<file path="config.mk">
export PLATFORM = sky130hd
export DESIGN_NAME = vga_sync_gen
export DESIGN_NICKNAME = d
export VERILOG_FILES = /design/src/rtl/vsg_pkg.sv /design/src/rtl/vsg_mode_regs.sv /design/src/rtl/vsg_wrap_ctr.sv /design/src/rtl/vsg_window.sv /design/src/rtl/vga_sync_gen.sv
export SDC_FILE = /design/constraint.sdc
export NUM_CORES = 1
export LEC_CHECK = 0
export BUFFER_PORTS_ARGS = -buffer_cell sky130_fd_sc_hd__buf_2
export CORE_UTILIZATION = 50
export DETAILED_ROUTE_END_ITERATION = 7
export PLACE_DENSITY = 0.68
export SYNTH_ARGS = -nofsm -noshare
export SYNTH_HDL_FRONTEND = slang
export SYNTH_SLANG_ARGS = --single-unit
</file>
<file path="constraint.sdc">
create_clock -name clk -period 3.7 [get_ports clk]
set_input_delay 0.555 -clock clk [delete_from_list [all_inputs] [get_ports clk]]
set_output_delay 0.555 -clock clk [all_outputs]
set_load 0.03 [all_outputs]
</file>
<file path="src/rtl/vsg_pkg.sv">
package vsg_pkg;
    typedef enum logic {
        ST_IDLE = 1'b0,
        ST_RUN  = 1'b1
    } vsg_state_e;
endpackage

</file>
<file path="src/rtl/vsg_mode_regs.sv">
module vsg_mode_regs #(
    parameter int HW           = 12,
    parameter int VW           = 11,
    parameter int DEF_HTOTAL   = 800,
    parameter int DEF_HS_START = 656,
    parameter int DEF_HS_END   = 720,
    parameter int DEF_VTOTAL   = 497,
    parameter int DEF_VS_START = 481,
    parameter int DEF_VS_END   = 484
) (
    input  logic          clk,
    input  logic          rst_n,
    input  logic          load,
    input  logic [HW-1:0] in_htotal,
    input  logic [HW-1:0] in_hs_start,
    input  logic [HW-1:0] in_hs_end,
    input  logic [VW-1:0] in_vtotal,
    input  logic [VW-1:0] in_vs_start,
    input  logic [VW-1:0] in_vs_end,
    output logic [HW-1:0] htotal_q,
    output logic [HW-1:0] hs_width,
    output logic [HW-1:0] scan_pos,
    output logic [VW-1:0] vtotal_q,
    output logic [VW-1:0] vs_width
);
    logic [HW-1:0] hs_start_q, hs_end_q;
    logic [VW-1:0] vs_start_q, vs_end_q;

    // Mode copies: follow the inputs while idle, frozen while running.
    always_ff @(posedge clk or negedge rst_n) begin
        if (!rst_n) begin
            htotal_q   <= HW'(DEF_HTOTAL);
            hs_start_q <= HW'(DEF_HS_START);
            hs_end_q   <= HW'(DEF_HS_END);
            vtotal_q   <= VW'(DEF_VTOTAL);
            vs_start_q <= VW'(DEF_VS_START);
            vs_end_q   <= VW'(DEF_VS_END);
        end else if (load) begin
            htotal_q   <= in_htotal;
            hs_start_q <= in_hs_start;
            hs_end_q   <= in_hs_end;
            vtotal_q   <= in_vtotal;
            vs_start_q <= in_vs_start;
            vs_end_q   <= in_vs_end;
        end
    end

    always_comb begin
        hs_width = hs_end_q - hs_start_q;
        scan_pos = htotal_q - hs_end_q;
        vs_width = vs_end_q - vs_start_q;
    end
endmodule

</file>
<file path="src/rtl/vsg_wrap_ctr.sv">
module vsg_wrap_ctr #(
    parameter int W = 12
) (
    input  logic         clk,
    input  logic         rst_n,
    input  logic         clear,
    input  logic         step,
    input  logic [W-1:0] limit,
    output logic [W-1:0] count,
    output logic         wrap
);
    localparam logic [W-1:0] ONE = W'(1);

    always_comb begin
        wrap = step && (count == (limit - ONE));
    end

    always_ff @(posedge clk or negedge rst_n) begin
        if (!rst_n) begin
            count <= '0;
        end else if (clear) begin
            count <= '0;
        end else if (wrap) begin
            count <= '0;
        end else if (step) begin
            count <= count + ONE;
        end
    end
endmodule

</file>
<file path="src/rtl/vsg_window.sv">
module vsg_window #(
    parameter int W = 12
) (
    input  logic         active,
    input  logic [W-1:0] count,
    input  logic [W-1:0] width,
    output logic         in_win
);
    always_comb begin
        in_win = active && (count < width);
    end
endmodule

</file>
<file path="src/rtl/vga_sync_gen.sv">
module vga_sync_gen
    import vsg_pkg::*;
#(
    parameter int HW           = 12,
    parameter int VW           = 11,
    parameter int DEF_HTOTAL   = 800,
    parameter int DEF_HS_START = 656,
    parameter int DEF_HS_END   = 720,
    parameter int DEF_VTOTAL   = 497,
    parameter int DEF_VS_START = 481,
    parameter int DEF_VS_END   = 484
) (
    input  logic          clk,
    input  logic          rst_n,
    input  logic          enable,
    input  logic [HW-1:0] cfg_htotal,
    input  logic [HW-1:0] cfg_hs_start,
    input  logic [HW-1:0] cfg_hs_end,
    input  logic [VW-1:0] cfg_vtotal,
    input  logic [VW-1:0] cfg_vs_start,
    input  logic [VW-1:0] cfg_vs_end,
    output logic          hsync_n,
    output logic          vsync_n,
    output logic [VW-1:0] line_num,
    output logic          scan_start
);
    vsg_state_e    state_q, state_d;
    logic          running, advance, clear, load;
    logic [HW-1:0] htotal_q, hs_width, scan_pos, h_count;
    logic [VW-1:0] vtotal_q, vs_width, v_count;
    logic          h_wrap, v_wrap_unused, h_win, v_win;

    // Next-state logic: start and halt transitions
    always_comb begin
        state_d = state_q;
        unique case (state_q)
            ST_IDLE: if (enable)  state_d = ST_RUN;   // start
            ST_RUN:  if (!enable) state_d = ST_IDLE;  // halt
        endcase
    end

    always_ff @(posedge clk or negedge rst_n) begin
        if (!rst_n) state_q <= ST_IDLE;
        else        state_q <= state_d;
    end

    always_comb begin
        running = (state_q == ST_RUN);
        advance = running && enable;
        clear   = !advance;
        load    = (state_q == ST_IDLE);
    end

    vsg_mode_regs #(
        .HW(HW), .VW(VW),
        .DEF_HTOTAL(DEF_HTOTAL), .DEF_HS_START(DEF_HS_START), .DEF_HS_END(DEF_HS_END),
        .DEF_VTOTAL(DEF_VTOTAL), .DEF_VS_START(DEF_VS_START), .DEF_VS_END(DEF_VS_END)
    ) i_mode (
        .clk(clk), .rst_n(rst_n), .load(load),
        .in_htotal(cfg_htotal), .in_hs_start(cfg_hs_start), .in_hs_end(cfg_hs_end),
        .in_vtotal(cfg_vtotal), .in_vs_start(cfg_vs_start), .in_vs_end(cfg_vs_end),
        .htotal_q(htotal_q), .hs_width(hs_width), .scan_pos(scan_pos),
        .vtotal_q(vtotal_q), .vs_width(vs_width)
    );

    // Pixel counter
    vsg_wrap_ctr #(.W(HW)) i_hctr (
        .clk(clk), .rst_n(rst_n), .clear(clear), .step(advance),
        .limit(htotal_q), .count(h_count), .wrap(h_wrap)
    );

    // Line counter, stepped by line-end events
    vsg_wrap_ctr #(.W(VW)) i_vctr (
        .clk(clk), .rst_n(rst_n), .clear(clear), .step(h_wrap),
        .limit(vtotal_q), .count(v_count), .wrap(v_wrap_unused)
    );

    vsg_window #(.W(HW)) i_hwin (
        .active(running), .count(h_count), .width(hs_width), .in_win(h_win)
    );

    vsg_window #(.W(VW)) i_vwin (
        .active(running), .count(v_count), .width(vs_width), .in_win(v_win)
    );

    // Output process
    always_comb begin
        hsync_n    = !h_win;
        vsync_n    = !v_win;
        scan_start = running && (h_count == scan_pos);
        line_num   = v_count;
    end
endmodule

</file>
======== Word level (Yosys, flattened, before mapping) ========
Index checks and enable logic that the tools add are counted.
W data, S select, Z words.
operators by class
  add/subtract/negate cells ............... 7
  multiply operators ...................... 0
  div/mod/pow operators ................... 0
  order comparisons ....................... 2
  eq/ne operators ......................... 4
  shifts and indexed selects .............. 0
  multiplexer cells ....................... 6
  bitwise logic cells ..................... 0
  reductions and logical operators ........ 8
operators with widths
  operator                 count
  $mux W11                 3
  $eq A12 B12 Y1           2
  $mux W12                 2
  $sub A12 B12 Y12         2
  $add A12 B1 Y12 const B  1
  $lt A12 B12 Y1           1
  $sub A12 B1 Y12 const B  1
  $add A11 B1 Y11 const B  1
  $eq A11 B11 Y1           1
  $lt A11 B11 Y1           1
  $sub A11 B1 Y11 const B  1
  $sub A11 B11 Y11         1
  $logic_and A1 B1 Y1      6
  $ne A3 B1 Y1 const B     1
  $logic_not A1 Y1         2
  $mux W1                  1
storage, ports and cells
  register bits after elaboration ......... 93
  latch bits .............................. 0
  RAM bits ................................ 0
  bits in read-only memories .............. 0
  bits of input ports ..................... 72
  output and inout bits ................... 14
  memories kept ........................... 0

======== Logic depth before layout (Yosys ltp) ========
  word-level depth ........................ 6
  depth in mapped cells ................... 16
  depth with buffers taken out ............ 16

======== Hierarchy ========
A second synthesis with hierarchy kept.
second synthesis, totals
  cells, all modules ...................... 746
  area, all modules ....................... 6891.6 µm²
by module, submodules not included
  module                  times used  cells each  area an instance (µm²)  sequential area each (µm²)
  vsg_mode_regs           1           396         4030.1                  1759.2
  vsg_wrap_ctr at i_hctr  1           132         1121.1                  300.3
  vsg_wrap_ctr at i_vctr  1           119         1012.2                  275.3
  vsg_window at i_hwin    1           40          287.8                   0.0
  vsg_window at i_vwin    1           36          257.7                   0.0
  vga_sync_gen            1           23          182.7                   25.0

======== Least setup slack after synthesis ========
No wires, ideal clock.
  kind .................................... reg-to-output
  start ................................... reg i_mode.vs_start_q[0]
  end ..................................... out vsync_n
  data arrival time ....................... 3.290 ns
  data required time ...................... 3.145 ns
  path slack .............................. -0.145 ns
  cell stages (with the launch flop) ...... 15
  cell sequence ........................... dfstp_2 ha_1 inv_1 fa_1 a21o_1 a21oi_1 o21ai_0 a21oi_1 o21ai_0 xnor2_1 ha_1 o2111ai_1 a21oi_1 a211oi_1 o21ai_0
on the way
  longest elaborated chain between the ends .. 4
RTL lines
  element                 line                 text
  start, declared         vsg_mode_regs.sv:27  logic [VW-1:0] vs_start_q, vs_end_q;
  start signal, assigned  vsg_mode_regs.sv:36  vs_start_q <= VW'(DEF_VS_START);
  start signal, assigned  vsg_mode_regs.sv:43  vs_start_q <= in_vs_start;
  $sub A11 B11 Y11        vsg_mode_regs.sv:51  vs_width = vs_end_q - vs_start_q;
  $lt A11 B11 Y1          vsg_window.sv:10     in_win = active && (count < width);
  $logic_and A1 B1 Y1     vsg_window.sv:10
  $logic_not A1 Y1        vga_sync_gen.sv:89   vsync_n = !v_win;
  end, declared           vga_sync_gen.sv:23   output logic vsync_n,
No other way between the ends.

======== Worst setup path in the final report ========
  start ................................... reg i_mode.hs_end_q[0]
  end ..................................... out hsync_n
on the way
  longest elaborated chain between the ends .. 4
RTL lines
  element                 line                 text
  start, declared         vsg_mode_regs.sv:26  logic [HW-1:0] hs_start_q, hs_end_q;
  start signal, assigned  vsg_mode_regs.sv:34  hs_end_q <= HW'(DEF_HS_END);
  start signal, assigned  vsg_mode_regs.sv:41  hs_end_q <= in_hs_end;
  $sub A12 B12 Y12        vsg_mode_regs.sv:49  hs_width = hs_end_q - hs_start_q;
  $lt A12 B12 Y1          vsg_window.sv:10
  $logic_and A1 B1 Y1     vsg_window.sv:10
  $logic_not A1 Y1        vga_sync_gen.sv:88   hsync_n = !h_win;
  end, declared           vga_sync_gen.sv:22   output logic hsync_n,
No other way between the ends.

==> summary.txt <==
Worst setup path
  – Worst setup EP type: output port
  – Crit path max-delay cell type: dfrtp_1
  – CP Cell Sequence: inv_1, ha_2, inv_2, fa_2, nand2_1, nand2_1, a21oi_2, o21ai_2, a21oi_2, o21ai_2, xnor2_1, ha_1, o21a_1, o211ai_1, a31oi_1, nand4bb_1, buf_6
  – CP max FO: 2
  – RR Endpoint: i_vctr.count[10]
  – Worst r2r path cells: 9
  – Startpoint types: register
  – Arrival time at the worst endpoint: 3.16 ns
  – Crit-path max cell delay: 0.38 ns
  – R2r startpoint: i_mode.htotal_q[1]
  – CP required: 3.14 ns
  – CP Class: reg -> out
  – Worst R2R Setup Slack: 0.30 ns

Timing
  – Fin worst setup slack: -0.0111 ns
  – Max-slew violation count: 0
  – Worst Tran Pin Value: 0.529 ns
  – Endpoints failing hold: 0
  – Tcrit/Tclk final: 100%
  – Final setup TNS: -0.0111 ns
  – Setup Skew: 0.00925 ns
  – Achievable frequency: 269 MHz
  – # setup viols final: 1
  – RSZ-0062 raised after global routing: yes
  – Worst rel slew slack: 64.7%
  – Min cycle time layout: 3.71 ns

Global routing
  – Initial antenna violation count: 0
  – Vias in the first global route: 5309
  – Overflow after GRT: 0
  – Pin count of the biggest net entering global routing: 41
  – First-pass GRT wire length: 25.2 mm
  – Global Route Usage Sum: 22.4%

Yosys
  – Async SR Flop Fraction: 100%
  – Sequential share of the synthesized area: 35.2%
  – Post-synth top area share: 25.0%
  – Register bit total from synthesis: 93
  – Count of cell types in the netlist: 67
  – Main flop type after synthesis: dfrtp_1
  – Area leader, netlist: dfrtp_1
  – Cells after Synth: 663
  – Syn Area/Cell: 10.1 um^2
  – Post-synth EDFFs: 0
  – Syn. warnings: 0
  – Syn Nets: 795
  – Syn Std Cell Area: 6700 um^2
  – Top cells by area, synth: dfrtp_1 (25%), mux2_2 (12%), ha_1 (11%), dfstp_2 (10%), xnor2_1 (5.5%)

Route
  – Drt first pass iters: 7
  – Drt wl/cell: 16.1 um
  – DRC viols: 0
  – Total number of vias: 5264
  – DRT iter0 DRCs: 268
  – Antenna-violating nets left: 0
  – Routed vias/inst: 5.65
  – Final wirelength: 15.0 mm

Place
  – DP Area: 7290 um^2
  – Gp weighted congestion: 0.858
  – Setup WS pre-CTS: 0.0239 ns
  – Post-Place Cells: 909
  – DP HPWL: 11.4 mm
  – PortBufs: 85

Pwr
  – Sw Ratio: 30.8%
  – Max VDD drop: 0.270 mV
  – Net Switching: 0.000957 W
  – Clock power share: 30.5%
  – Logic pwr share: 31.2%
  – Power Internal: 0.00215 W
  – Power Dens Cells: 400 nW/um^2
  – Leakage: 3.57 nW
  – Reg power frac: 38.4%

Clock network
  – Depth of the CTS H-tree: 3
  – Clk buf depth: 2
  – Root Driver: clkbuf_16
  – Worst-Skew Late Latency: 0.35 ns
  – CTS tree: built
  – Clk sinks: 93
  – CTS buffer count: 9
  – Clk slew on worst S/H paths: 0.06 ns

Die
  – Die Wd: 118 um
  – FP Rows: 41
  – I/O Pins: 86
  – Die area: 13900 um^2
  – Initial core utilization: 52.2%
  – Die height: 118 um
  – Core Box Area: 12800 um^2

Flow run
  – Max-cap violations: 0

Hold path
  – Worst Hold Class: in -> async

Layout
  – Layout cells sized above 1: 34.8%
  – Filler cells: 1117
  – Nets@finish: 886
  – Syn-to-layout area delta: 15.8%
  – Final core utilization: 60.5%
  – Inserted Diodes: 0
  – Final Instance Area: 7760 um^2
  – Non-filler cells, final: 931

Outcome
  – Failing checks: setup timing
  – Result of the run: finished, violations left
[metal layers]
| metal | wire [um] | part of all wire, % | GRT usage [%] |
|---|---|---|---|
| met5 | 0 | 0 | 0 |
| met4 | 174 | 1.2 | 6.01 |
| met3 | 715 | 4.8 | 4.41 |
| met2 | 6950 | 46 | 36.0 |
| met1 | 7150 | 48 | 30.8 |
[synthesized netlist by cell type (all sizes together), types with 10 or more instances]
cell type  instances
mux2              69
xnor2             42
nand2             23
buf               14
nand3             14
ha                57
nor2              42
inv               53
xor2              30
dfstp             26
dfrtp             67
nor3b             10
a21oi             19
o21ai             33
and3              14
o21a              10
[cell usage in the layout, fill, tap and decap left out, drive strengths merged, types with 3 or more instances in the layout]
cell,instances
dfrtp,67
nand3b,4
and3,14
nand2,23
a31oi,3
o21a,10
buf,103
nand4,7
xor2,30
or3,4
and4,3
or4,7
a21oi,19
or3b,3
xnor2,42
a32o,9
a211oi,6
o2111ai,3
mux2,69
inv,53
and2,7
nand2b,9
o311ai,3
nor3b,10
clkbuf,13
o31ai,5
nor2b,4
o21ai,33
fa,3
nor4,7
a21o,3
a2111oi,3
ha,57
nor3,9
dfstp,26
nor2,42
nand3,14
o41ai,4
[final cells by class]
type / count / area [um^2] / share of cell area, %
Clock buffer: 13 / 260 / 3.36
Clock inverter: 3 / 43.8 / 0.565
Inverter: 53 / 199 / 2.56
Multi-Input combinational cell: 494 / 4100 / 52.9
Sequential cell: 93 / 2360 / 30.5
Tap cell: 172 / 215 / 2.77
Timing Repair Buffer: 103 / 574 / 7.40
[how the worst max path moves through the flow]
stage | startpoint | endpoint | slack, ns | cells after the start
floorplan | i_mode.hs_end_q[1] | scan_start | 0.03 | 9
global placement | i_mode.vs_start_q[0] | vsync_n | 0.09 | 15
detailed placement | i_mode.vs_start_q[0] | vsync_n | 0.02 | 15
CTS | i_mode.vs_start_q[0] | vsync_n | -0.03 | 15
global route | i_mode.hs_end_q[0] | hsync_n | -0.17 | 17
finish | i_mode.hs_end_q[0] | hsync_n | -0.01 | 17
[sequential cells by signal, indices dropped and copies added, names as in the netlist]
name               flops
i_hctr.count          12
i_mode.hs_end_q       12
i_mode.hs_start_q     12
i_mode.htotal_q       12
i_mode.vs_end_q       11
i_mode.vs_start_q     11
i_mode.vtotal_q       11
i_vctr.count          11
running                1
[cells by family (layout without fill, tap and decap cells)]
logic type / after synthesis / in the layout / synth area share, %
flops: 93 / 93 / 35.2
xor+xnor: 72 / 72 / 9.42
mux: 71 / 71 / 11.9
fa+ha+maj: 60 / 60 / 11.5
simple gates: 175 / 175 / 14.7
compound gates: 116 / 116 / 12.1
buf+inv: 76 / 172 / 5.03
[power groups by stage]
stage / Combinational, W / Clock, W / Sequential (W)
3_5_place_dp: 0.000891 / 0 / 0.00121
3_3_place_gp: 0.000844 / 0 / 0.00120
4_1_cts: 0.000941 / 0.000966 / 0.00119
6_report: 0.000968 / 0.000945 / 0.00119
2_1_floorplan: 0.000674 / 0 / 0.00118
5_1_grt: 0.00108 / 0.00100 / 0.00120
[through the flow]
| stage | total power [W] | hold WS, ns |
|---|---|---|
| after floorplan | 0.00186 | 0.259 |
| after global placement | 0.00205 | 0.488 |
| after detailed placement | 0.00210 | 0.498 |
| after CTS | 0.00310 | 0.198 |
| after global routing | 0.00328 | 0.216 |
| final | 0.00310 | 0.182 |
[repair_timing]
item | in CTS | in global routing
setup buffers | 5 | 1
gates cloned | 0 | 0
gates resized for setup | 29 | 11
pin swaps | 12 | 2
endpoints found under the setup margin | 3 | 3
hold buffers | 0 | 0
[worst max-delay path, delay by kind of cell (launching register included)]
family	cells	cell delay [ns]
DFF	1	0.38
AOI/OAI and AO/OA	7	0.88
and+or+nand+nor	3	0.34
buffers and inverters	3	0.28
xor gates and xnor gates	1	0.13
adders and majority gates	3	0.81
Power figures use the tool's default switching activity.
